==> config.mk <==
export PLATFORM = sky130hd
export DESIGN_NAME = wdt_core
export DESIGN_NICKNAME = d
export VERILOG_FILES = /design/src/rtl/wdt_pkg.sv /design/src/rtl/wdt_tick_src.sv /design/src/rtl/wdt_clear_ctl.sv /design/src/rtl/wdt_chain.sv /design/src/rtl/wdt_core.sv
export SDC_FILE = /design/constraint.sdc
export NUM_CORES = 1
export LEC_CHECK = 0
export ABC_AREA = 1
export BUFFER_PORTS_ARGS = -buffer_cell sky130_fd_sc_hd__buf_2
export CORE_AREA = 2 2 67 50
export CTS_BUF_LIST = sky130_fd_sc_hd__clkbuf_8
export DETAILED_ROUTE_END_ITERATION = 10
export DIE_AREA = 0 0 69 52
export PLACE_DENSITY_LB_ADDON = 0.25
export SYNTH_ARGS = -nofsm -noshare
export SYNTH_HDL_FRONTEND = slang
export SYNTH_SLANG_ARGS = --single-unit
==> constraint.sdc <==
create_clock -name clk -period 2 [get_ports clk]
set_clock_uncertainty 0.1 [all_clocks]
set_input_delay 0.2 -clock clk [delete_from_list [all_inputs] [get_ports clk]]
set_output_delay 0.2 -clock clk [all_outputs]
set_load 0.02 [all_outputs]
==> src/rtl/wdt_pkg.sv <==
package wdt_pkg;

    localparam int DIV_W  = 8;
    localparam int PRE_W  = 7;
    localparam int SEL_W  = 3;
    localparam int REG_W  = 8;
    localparam int IDIV   = 4;

    typedef enum logic {
        SRC_FREE  = 1'b0,
        SRC_INSTR = 1'b1
    } src_e;

    typedef enum logic {
        CLR_SINGLE = 1'b0,
        CLR_PAIRED = 1'b1
    } clr_mode_e;

    typedef struct packed {
        logic clr;
        logic clr_a;
        logic clr_b;
    } clr_cmd_t;

    typedef struct packed {
        logic timeout;
        logic pdown;
    } wdt_flags_t;

    // Low `code` bits set: prescaler bits that must be all ones at the tap
    function automatic logic [PRE_W-1:0] tap_mask(input logic [SEL_W-1:0] code);
        logic [PRE_W:0] one_hot;
        one_hot = (PRE_W+1)'(1) << code;
        return PRE_W'(one_hot - 1'b1);
    endfunction

endpackage

==> src/rtl/wdt_tick_src.sv <==
module wdt_tick_src
    import wdt_pkg::*;
#(
    parameter int INSTR_DIV = IDIV
) (
    input  logic clk,
    input  logic rst,
    input  logic en_i,
    input  src_e src_i,
    input  logic halted_i,
    input  logic free_tick_i,
    output logic tick_o
);
    localparam int PH_W = (INSTR_DIV > 1) ? $clog2(INSTR_DIV) : 1;
    localparam logic [PH_W-1:0] PH_LAST = PH_W'(INSTR_DIV - 1);

    logic [PH_W-1:0] phase_q;
    logic            instr_tick;

    always_ff @(posedge clk) begin
        if (rst || phase_q == PH_LAST) phase_q <= '0;
        else                           phase_q <= phase_q + 1'b1;
    end

    assign instr_tick = (phase_q == PH_LAST);

    always_comb begin
        tick_o = 1'b0;
        if (en_i) begin
            unique case (src_i)
                SRC_FREE:  tick_o = free_tick_i;
                SRC_INSTR: tick_o = instr_tick && !halted_i;
            endcase
        end
    end

    // the instruction tick recurs only after a full phase cycle
    a_r3_instr_spacing: assert property (@(posedge clk) disable iff (rst)
        instr_tick |=> !instr_tick);

endmodule

==> src/rtl/wdt_clear_ctl.sv <==
module wdt_clear_ctl
    import wdt_pkg::*;
(
    input  logic      clk,
    input  logic      rst,
    input  logic      en_i,
    input  clr_mode_e mode_i,
    input  clr_cmd_t  cmd_i,
    output logic      fire_o
);
    logic seen_a_q, seen_b_q;
    logic have_a, have_b;

    assign have_a = cmd_i.clr_a || seen_a_q;
    assign have_b = cmd_i.clr_b || seen_b_q;

    always_comb begin
        fire_o = 1'b0;
        if (en_i) begin
            unique case (mode_i)
                CLR_SINGLE: fire_o = cmd_i.clr;
                CLR_PAIRED: fire_o = have_a && have_b;
            endcase
        end
    end

    always_ff @(posedge clk) begin
        if (rst || fire_o || mode_i == CLR_SINGLE) begin
            seen_a_q <= 1'b0;
            seen_b_q <= 1'b0;
        end else if (en_i) begin
            seen_a_q <= have_a;
            seen_b_q <= have_b;
        end
    end

    // a paired clear always completes on a command in the current cycle
    a_r7_pair_needs_live_cmd: assert property (@(posedge clk) disable iff (rst)
        (fire_o && mode_i == CLR_PAIRED) |-> (cmd_i.clr_a || cmd_i.clr_b));

    // after a completed clear the pairing state is empty
    a_r7_pair_restart: assert property (@(posedge clk) disable iff (rst)
        fire_o |=> (!seen_a_q && !seen_b_q));

endmodule

==> src/rtl/wdt_chain.sv <==
module wdt_chain
    import wdt_pkg::*;
#(
    parameter int D_W = DIV_W,
    parameter int P_W = PRE_W,
    parameter int S_W = SEL_W
) (
    input  logic           clk,
    input  logic           rst,
    input  logic           tick_i,
    input  logic           restart_i,
    input  logic [S_W-1:0] code_i,
    output logic           fire_o
);
    logic [D_W-1:0] div_q;
    logic [P_W-1:0] pre_q;
    logic           div_wrap;
    logic           tap_full;
    logic [P_W-1:0] mask;

    assign mask     = P_W'(tap_mask(SEL_W'(code_i)));
    assign div_wrap = &div_q;
    assign tap_full = &(pre_q | ~mask);
    assign fire_o   = tick_i && !restart_i && div_wrap && tap_full;

    always_ff @(posedge clk) begin
        if (rst || restart_i || fire_o) begin
            div_q <= '0;
            pre_q <= '0;
        end else if (tick_i) begin
            div_q <= div_q + 1'b1;
            if (div_wrap) pre_q <= pre_q + 1'b1;
        end
    end

    // the count resumes from zero after a timeout
    a_r4_zero_after_fire: assert property (@(posedge clk) disable iff (rst)
        fire_o |=> (div_q == '0 && pre_q == '0));

    // any restart empties the divider and prescaler
    a_r8_restart_clears: assert property (@(posedge clk) disable iff (rst)
        restart_i |=> (div_q == '0 && pre_q == '0));

    // without a tick the count cannot move
    a_r9_hold_without_tick: assert property (@(posedge clk) disable iff (rst)
        (!tick_i && !restart_i) |=> ($stable(div_q) && $stable(pre_q)));

endmodule

==> src/rtl/wdt_core.sv <==
module wdt_core
    import wdt_pkg::*;
(
    input  logic             clk,
    input  logic             rst,
    input  logic             en_opt_i,
    input  logic             src_sel_i,
    input  logic             dual_clr_i,
    input  logic             wdt_tick_i,
    input  logic             halted_i,
    input  logic             halt_cmd_i,
    input  logic             ext_rst_i,
    input  logic             clr_i,
    input  logic             clr_a_i,
    input  logic             clr_b_i,
    input  logic             sel_wr_i,
    input  logic [REG_W-1:0] sel_wdata_i,
    output logic [REG_W-1:0] sel_rdata_o,
    output logic             chip_rst_o,
    output logic             warm_rst_o,
    output logic             to_flag_o,
    output logic             pdf_flag_o
);
    logic [REG_W-1:0] sel_q;
    logic             tick;
    logic             clr_fire;
    logic             restart;
    logic             fire;
    logic             chip_q, warm_q;
    wdt_flags_t       flags_q;
    clr_cmd_t         cmds;

    assign cmds = '{clr: clr_i, clr_a: clr_a_i, clr_b: clr_b_i};

    always_ff @(posedge clk) begin
        if (rst)           sel_q <= '0;
        else if (sel_wr_i) sel_q <= sel_wdata_i;
    end

    wdt_tick_src #(.INSTR_DIV(IDIV)) u_src (
        .clk         (clk),
        .rst         (rst),
        .en_i        (en_opt_i),
        .src_i       (src_e'(src_sel_i)),
        .halted_i    (halted_i),
        .free_tick_i (wdt_tick_i),
        .tick_o      (tick)
    );

    wdt_clear_ctl u_clr (
        .clk    (clk),
        .rst    (rst),
        .en_i   (en_opt_i),
        .mode_i (clr_mode_e'(dual_clr_i)),
        .cmd_i  (cmds),
        .fire_o (clr_fire)
    );

    assign restart = ext_rst_i || halt_cmd_i || clr_fire;

    wdt_chain #(.D_W(DIV_W), .P_W(PRE_W), .S_W(SEL_W)) u_chain (
        .clk       (clk),
        .rst       (rst),
        .tick_i    (tick),
        .restart_i (restart),
        .code_i    (sel_q[SEL_W-1:0]),
        .fire_o    (fire)
    );

    always_ff @(posedge clk) begin
        if (rst) begin
            chip_q  <= 1'b0;
            warm_q  <= 1'b0;
            flags_q <= '0;
        end else begin
            chip_q <= fire && !halted_i;
            warm_q <= fire && halted_i;
            if (halt_cmd_i) begin
                flags_q.pdown   <= 1'b1;
                flags_q.timeout <= 1'b0;
            end else if (clr_fire) begin
                flags_q <= '0;
            end else if (fire) begin
                flags_q.timeout <= 1'b1;
            end
        end
    end

    assign sel_rdata_o = sel_q;
    assign chip_rst_o  = chip_q;
    assign warm_rst_o  = warm_q;
    assign to_flag_o   = flags_q.timeout;
    assign pdf_flag_o  = flags_q.pdown;

    // only one kind of reset request at a time
    a_r5_one_kind: assert property (@(posedge clk) disable iff (rst)
        !(chip_rst_o && warm_rst_o));

    // a reset request always comes with the timeout flag set
    a_r5_flag_with_pulse: assert property (@(posedge clk) disable iff (rst)
        (chip_rst_o || warm_rst_o) |-> to_flag_o);

    // reset requests last a single cycle
    a_r4_single_pulse: assert property (@(posedge clk) disable iff (rst)
        (chip_rst_o || warm_rst_o) |=> !(chip_rst_o || warm_rst_o));

    // HALT sets the power-down flag and drops the timeout flag
    a_r8_halt_flags: assert property (@(posedge clk) disable iff (rst)
        halt_cmd_i |=> (pdf_flag_o && !to_flag_o));

    // while disabled, the flags only move on a HALT
    a_r9_disabled_flags: assert property (@(posedge clk) disable iff (rst)
        (!en_opt_i && !halt_cmd_i) |=> ($stable(to_flag_o) && $stable(pdf_flag_o)));

endmodule

==> Word level (Yosys, flattened, before mapping) <==
Index checks and enable logic that the tools add are counted.
{ "totals": {"reg_bits": 31, "word_cells": 49, "input_bits": 21, "out_inout_bits": 12} }
{ "op_classes": {"mux": 6, "n_reduce_logical": 23, "bitwise": 4, "add_sub_neg": 4, "shifts": 1, "eq_ne": 1} }
{ "op_table": {"columns": ["op", "n"], "rows": [
  ["$logic_or A1 B1 Y1", 9],
  ["$reduce_and A9 Y1", 1],
  ["$add A8 B1 Y8 const B", 1],
  ["$reduce_and A8 Y1", 1],
  ["$add A7 B1 Y7 const B", 1],
  ["$logic_and A1 B1 Y1", 7],
  ["$not A7 Y7", 1],
  ["$or A7 B7 Y7", 1],
  ["$reduce_and A7 Y1", 1],
  ["$shl A1 B3 Y7 const A", 1],
  ["$sub A7 B1 Y7 const B", 1],
  ["$mux W1", 4],
  ["$pmux W1 S2", 2],
  ["$reduce_or A3 Y1", 1],
  ["$add A2 B1 Y2 const B", 1],
  ["$eq A2 B2 Y1 const B", 1],
  ["$logic_not A1 Y1", 2],
  ["$not A1 Y1", 2],
  ["$reduce_bool A2 Y1", 1]
]} }

==> Depth between registers and ports, before layout <==
Gate-level depths: netlist (run 1).
{ "depth": {"word_depth": 10, "mapped_depth": 9, "mapped_depth_nobuf": 9} }

==> Modules after synthesis <==
A second synthesis (run 1) with hierarchy kept.
{ "hier_totals": {"hier_cells": 226, "area_unflattened_um2": 1584.0} }
{ "by_module_without_submodules": {"columns": ["module", "area_per_inst_um2", "seq_area_each_um2", "cells_each", "n_inst"], "rows": [
  ["wdt_chain", 964.7, 300.3, 144, 1],
  ["wdt_core", 401.6, 240.2, 52, 1],
  ["wdt_clear_ctl", 126.4, 40.0, 20, 1],
  ["wdt_tick_src", 91.3, 40.0, 10, 1]
]} }

==> Worst setup path after synthesis (run 1) <==
No wires, ideal clock.
{ "synth_path": {"path_kind": "flip-flop to flip-flop", "from": "register u_chain.div_q[0]", "to": "register u_chain.div_q[4]", "required_ns": 1.784, "path_slack_ns": 0.467, "synth_period_minus_slack_ns": 1.533, "setup_ns": 0.116, "path_buffers": 1, "arrival_ns": 1.317, "path_stages_with_launch": 10, "path_cell_list": "dfxtp_1 ha_1 nand3_2 nor2_4 nand4_4 nor2_2 nand2_2 nand3_4 buf_12 nor2_2"} }
{ "synth_between": {"elab_chain_len": 4, "elab_cells_between_ends": 5, "classes_between": "add/sub (1); reduce/logical (4)"} }
{ "synth_rtl": {"columns": ["item", "line_no", "source"], "rows": [
  ["start, declared", "wdt_chain.sv:15", "logic [D_W-1:0] div_q;"],
  ["start signal, assigned", "wdt_chain.sv:31", "div_q <= div_q + 1'b1;"],
  ["branches (longest 4 deep; another with $add A8 B1 Y8)", null, null]
]} }
Several ways; the timed one is not identified.
A chain may end at the register's enable or synchronous reset.

==> Worst setup path after layout (run 1) <==
{ "layout_path": {"from": "input halted_i", "to": "register u_chain.pre_q[6]"} }
{ "layout_between": {"elab_chain_len": 8, "elab_cells_between_ends": 9, "classes_between": "mux (2); reduce/logical (7)"} }
{ "layout_rtl": {"columns": ["item", "line_no", "source"], "rows": [
  ["start, declared", "wdt_core.sv:10", "input logic halted_i,"],
  ["$logic_not A1 Y1 *", "wdt_tick_src.sv:32", "SRC_INSTR: tick_o = instr_tick && !halted_i;"],
  ["$logic_and A1 B1 Y1 *", "wdt_tick_src.sv:32", null],
  ["$pmux W1 S2 *", "wdt_tick_src.sv:30", "unique case (src_i)"],
  ["$mux W1 *", "wdt_tick_src.sv:29", "if (en_i) begin"],
  ["$logic_and A1 B1 Y1 (3 in series)", "wdt_chain.sv:24", "assign fire_o = tick_i && !restart_i && div_wrap && tap_full;"],
  ["$logic_or A1 B1 Y1", "wdt_chain.sv:27", "if (rst || restart_i || fire_o) begin"],
  ["end signal, assigned", "wdt_chain.sv:32", "if (div_wrap) pre_q <= pre_q + 1'b1;"],
  ["end, declared", "wdt_chain.sv:16", "logic [P_W-1:0] pre_q;"]
]} }
Mark *: on every way between the ends. The rest lies on a longest branch, timed or not.

==> results.md, run 1 <==
* Status: completed
* DP Wirelength at 2.11 mm
* WS Path Type: in -> reg
* Mapped Area at 0.00153 mm2
* CTS buffer count at 5
* TNS Setup at 0 ns
* Most common cell in the netlist: inv_1
* HP Class: in -> reg
* Final setup vio count at 0
* Hold-fix buffers at CTS at 1
* Layout cells sized above 1 at 23.8%
* Die ar. at 0.00359 mm2
* Distinct cells, synth at 22
* Site row count at 17
* Routed via count at 1305
* Synth warn at 0
* Net count, final at 272
* Max Clock Freq at 0.570 GHz
* Initial antenna violation count at 0
* Peak supply drop at 0.000430 V
* Placed cell count at 278
* Fin. Hold Viols at 0
* Cell accounting for the most synthesized area: dfxtp_1
* Placer Congestion at 0.757
* IO buf count at 32
* Root buffer cell: clkbuf_8
* Top cell type's share of synthesized area at 40.6%
* 1st-pass router iterations at 4
* DRC at 0
* Non-filler cells, final at 286
* Most common flop cell mapped by yosys: dfxtp_1
* Avg Vias per Cell at 4.56
* Seq/Total Area, Yosys at 40.6%
* Total grt overflow at 0
* Total power at 1.25 mW
* Min Tclk post-route at 1.75 ns
* Antenna Nets Post-Route at 0
* Worst path arrival time at 1.82 ns
* Core footprint at 0.00298 mm2
* I/O pin count at 33
* WL final at 2.77 mm
* Synth Instances at 210
* GRT Total Usage at 18.5%
* Clock sinks at 31
* EDFF count, synth at 0
* Avg Inst Size Synth at 7.28 um2
* Largest net degree at the start of global routing at 16
* Slew @ Worst Pin at 0.372 ns
* Leakage at 0.794 nW
* Gates resized, CTS repair at 0
* Leading post-synthesis cells by cell area: dfxtp_1 (41%), inv_1 (8.6%), nand2_1 (8.3%), nor2_1 (8.3%), nor2_2 (4.9%)
* Routed WL per cell at 9.67 um
* Worst Path Max Fanout at 15
* Synth Register Bits at 31
* Setup bufs post-CTS at 0
* Post-synthesis async set-or-reset flop share at 0%
* Clock Latency Late Sink at 0.28 ns
* CP Capture Type: flop
* RSZ-0062 raised after global routing: false
* Maximum Capacitance Violations at 0
* Syn Nets at 234
* Drt first-iter violations at 36
* Final Max Tran Viols at 0
* CTS tree: built
* Vias in the first global route at 1196
* Period utilization at 87.7%
* Headroom to the max-slew limit at 75.2%
* Reg clk slew, reported paths at 0.06 ns
* Area grow syn2layout at 18.4%
* Top cells by count, synth: inv_1 (35), nand2_1 (34), nor2_1 (34), dfxtp_1 (31), o21ai_0 (14)
* Starting Density at 51.3%
* Diodes inserted at 0
* Worst setup SP type: input pin
* First-pass GRT wire length at 5.11 mm
* PwrDens at 690 mW/mm2
* Die width at 69 um
* H-tree level count at 2
* Data required, critical path at 2.06 ns
* Die height at 52 um
* Maximum clock path buffer count at 2
-- final timing paths --
| kind | startpoint | endpoint | slack (ns) | depth (start not counted) |
|---|---|---|---|---|
| hold reg to reg | u_src.phase_q[0] | u_src.phase_q[0] | 0.34 | 1 |
| hold / removal | rst | pdf_flag_o | 0.02 | 2 |
| setup reg to reg | u_chain.div_q[1] | u_chain.pre_q[6] | 0.34 | 8 |
| setup / recovery | halted_i | u_chain.pre_q[6] | 0.25 | 10 |
-- layout by cell type (no fill, tap or decap), types with 3 or more instances in the layout --
cell type   n
inv_1      35
o21ai_0    14
buf_2      32
clkbuf_8    6
nor2_2     12
nor3_1      3
nand2_1    34
nand3_1     7
xor2_1      8
a21oi_1    12
dfxtp_1    31
nand2_2     3
nor2_1     34
nand4_1     3
ha_1        3
-- stage by stage --
stage	setup WS, ns	utilization (%)	cell area (um2)	hold WS (ns)
final	0.246	60.8	1810	0.0208
after global routing	0.0891	60.8	1810	0.0194
after CTS	0.244	60.8	1810	0.0118
after detailed placement	0.336	57.5	1710	0.286
after global placement	0.389	57.5	1710	0.280
after floorplan	0.467	-	1530	0.169
-- routing by layer --
metal  wire (um)  vias up  global-route usage [%]
met5           0        -                       0
met4          58        0                    8.82
met3         140        5                    6.98
met2        1120       26                    27.2
met1        1440      551                    24.1
li1            -      723                       -
-- sequential cells by signal, indices dropped and copies added (netlist names) --
| name | count |
|---|---|
| pdf_flag_o | 1 |
| u_src.phase_q | 2 |
| warm_rst_o | 1 |
| u_chain.div_q | 8 |
| u_clr.seen_a_q | 1 |
| u_clr.seen_b_q | 1 |
| sel_rdata_o | 8 |
| chip_rst_o | 1 |
| u_chain.pre_q | 7 |
| to_flag_o | 1 |
-- worst max-delay path, cell delays in order --
cell and delay, ns:
dlygate4sd3_1 0.54, buf_2 0.13, inv_1 0.06, nand2_1 0.05
nand2_1 0.13, nand4_4 0.18, nor2_2 0.18, nand2_2 0.08
nand3_4 0.19, nor2_1 0.06
-- cell type report --
class | instances | area, um2
tap | 38 | 47.5
inverter | 36 | 135
clock inverter | 1 | 5.00
fill | 285 | 1170
timing repair buffer | 33 | 170
clock buffer | 6 | 82.6
multi-input combinational | 141 | 749
sequential | 31 | 621
-- report_power, final --
part | switching (mW) | internal [mW]
Combinational | 0.0728 | 0.0461
Clock | 0.213 | 0.269
Sequential | 0.0109 | 0.637
-- cells by family after synthesis --
group | synth area share (%)
DFF | 40.6
adders and majority gates | 2.46
AOI/OAI and AO/OA | 9.49
buffers and inverters | 10.4
xor gates and xnor gates | 4.58
and+or+nand+nor | 32.5
Note: power is estimated with default switching activity, not from simulation.
==> inputs of run 2 (changes only) <==
CORE_AREA = 2 2 68 50   (was 2 2 67 50)
CTS_BUF_LIST = sky130_fd_sc_hd__clkbuf_8 sky130_fd_sc_hd__clkbuf_16   (was sky130_fd_sc_hd__clkbuf_8)
DIE_AREA = 0 0 70 52   (was 0 0 69 52)
==> results.md, run 2 (synthesized netlist as in run 1, its figures left out) <==
* Worst Path Max Fanout at 15 (unchanged)
* Total grt overflow at 0 (unchanged)
* Commonest cells after routing, fill and taps aside: inv_1 (36), nor2_1 (34), nand2_1 (34)
* PwrDens at 713 mW/mm2 (+3.4%)
* Leakage at 0.802 nW (+1.1%)
* Hold path depth at 2 (unchanged)
* Starting Density at 50.6% (-0.72 points)
* Maximum Capacitance Violations at 0 (unchanged)
* Register area at 621 um2 (unchanged)
* IO buf count at 32 (unchanged)
* TNS Setup at 0 ns (unchanged)
* H-tree level count at 2 (unchanged)
* Net count, final at 272 (unchanged)
* Antenna Nets Post-Route at 0 (unchanged)
* RSZ-0062 raised after global routing: false
* CP Capture Type: flop
* Slew @ Worst Pin at 0.349 ns (-0.0233 ns)
* Die height at 52 um (unchanged)
* Peak supply drop at 0.000501 V (+17%)
* Headroom to the max-slew limit at 76.7% (+1.6 points)
* Largest net degree at the start of global routing at 16 (unchanged)
* Multi-input logic area at 749 um2 (unchanged)
* Cells on worst reg2reg path at 8 (unchanged)
* Setup bufs post-CTS at 0 (unchanged)
* Maximum clock path buffer count at 2 (unchanged)
* Max Clock Freq at 0.581 GHz (+1.9%)
* Clock Latency Late Sink at 0.28 ns (about the same)
* Area grow syn2layout at 19.2%
* Root buffer cell: clkbuf_8
* Initial antenna violation count at 0 (unchanged)
* Hold-fix buffers at CTS at 1 (unchanged)
* Avg Vias per Cell at 4.57 (+0.19%)
* CTS tree: built
* Status: completed
* GRT Total Usage at 19.1% (+0.59 points)
* Hold slack at 0.0183 ns (-0.00250 ns)
* Vias in the first global route at 1253 (+4.8%)
* Site row count at 17 (unchanged)
* Layout cells sized above 1 at 23.7% (-0.096 points)
* Reg clk slew, reported paths at 0.06 ns (about the same)
* HP Class: in -> reg
* Die width at 70 um (+1.4%)
* Clock sinks at 31 (unchanged)
* WS Path Type: in -> reg
* Routed WL per cell at 9.76 um (+0.84%)
* I/O pin count at 33 (unchanged)
* Final Max Tran Viols at 0 (unchanged)
* Fillers at 296 (+3.9%)
* WL final at 2.80 mm (+1.2%)
* Die ar. at 0.00364 mm2 (+1.4%)
* Routed via count at 1312 (+0.54%)
* CTS buffer count at 5 (unchanged)
* Gates resized, CTS repair at 0 (unchanged)
* Period utilization at 86.1% (-1.6 points)
* 1st-pass router iterations at 4 (unchanged)
* Final Util at 60.4% (-0.44 points)
* DRC at 0 (unchanged)
* Final setup vio count at 0 (unchanged)
* Worst path arrival time at 1.79 ns (-0.03 ns)
* Placer Congestion at 0.777 (+2.7%)
* Drt first-iter violations at 46 (+28%)
* First-pass GRT wire length at 5.31 mm (+3.8%)
* Diodes inserted at 0 (unchanged)
* Core footprint at 0.00302 mm2 (+1.4%)
* Min Tclk post-route at 1.72 ns (-0.0326 ns)
* Data required, critical path at 2.07 ns (about the same)
* Fin. Hold Viols at 0 (unchanged)
* Commonest non-fill, non-tap cell in the layout: inv_1
* DP Wirelength at 2.17 mm (+2.9%)
* Worst setup SP type: input pin
## run 2: changes by cell type in the layout (fill, tap and decap cells not counted), sizes merged
| cell | delta |
|---|---|
| clkbuf | +1 |
| clkinv | -1 |
| inv | +1 |
## run 2: layer usage
metal	share of wire [%]	wire, um	track usage, %	vias up
li1	-	-	-	723
met1	54	1520	25.9	559
met2	38	1080	27.6	22
met3	4.6	130	5.23	8
met4	2.5	69	10.6	0
met5	0	0	0	-
## run 2: worst paths after layout
kind                         start          endpoint  slack, ns
setup / recovery          halted_i  u_chain.div_q[2]       0.28
setup reg to reg  u_chain.div_q[1]  u_chain.div_q[2]       0.35
hold reg to reg   u_src.phase_q[0]  u_src.phase_q[0]       0.33
hold / removal                 rst        pdf_flag_o       0.02
## run 2: power breakdown
group | switching [mW] | total (mW) | internal (mW)
sequential | 0.0105 | 0.648 | 0.637
combinational | 0.0745 | 0.121 | 0.0464
clock | 0.223 | 0.531 | 0.308
## run 2: cell type report
type	instances	share of cell area, %
multi-input cells	141	41.1
flip-flops and latches	31	34.0
repair buffers	33	9.33
inverters	36	7.41
clock buffers	7	5.28
well taps	38	2.61
clock inverters	1	0.206
## run 2: through the flow
stage	setup slack, ns	area (um2)	std cells	power (mW)
floorplan	0.467	1530	210	0.736
CTS	0.261	1820	287	1.32
detailed placement	0.327	1710	278	0.781
finish	0.279	1820	287	1.30
global placement	0.382	1710	278	0.780
global route	0.121	1820	287	1.36
## run 2: worst max-delay path, cell delays in order
cell	delay [ns]
dlygate4sd3_1	0.54
buf_2	0.13
inv_1	0.06
nand2_1	0.05
nand2_1	0.13
nand4_4	0.17
nor2_2	0.17
nand2_2	0.08
nand3_4	0.19
nor2_1	0.06
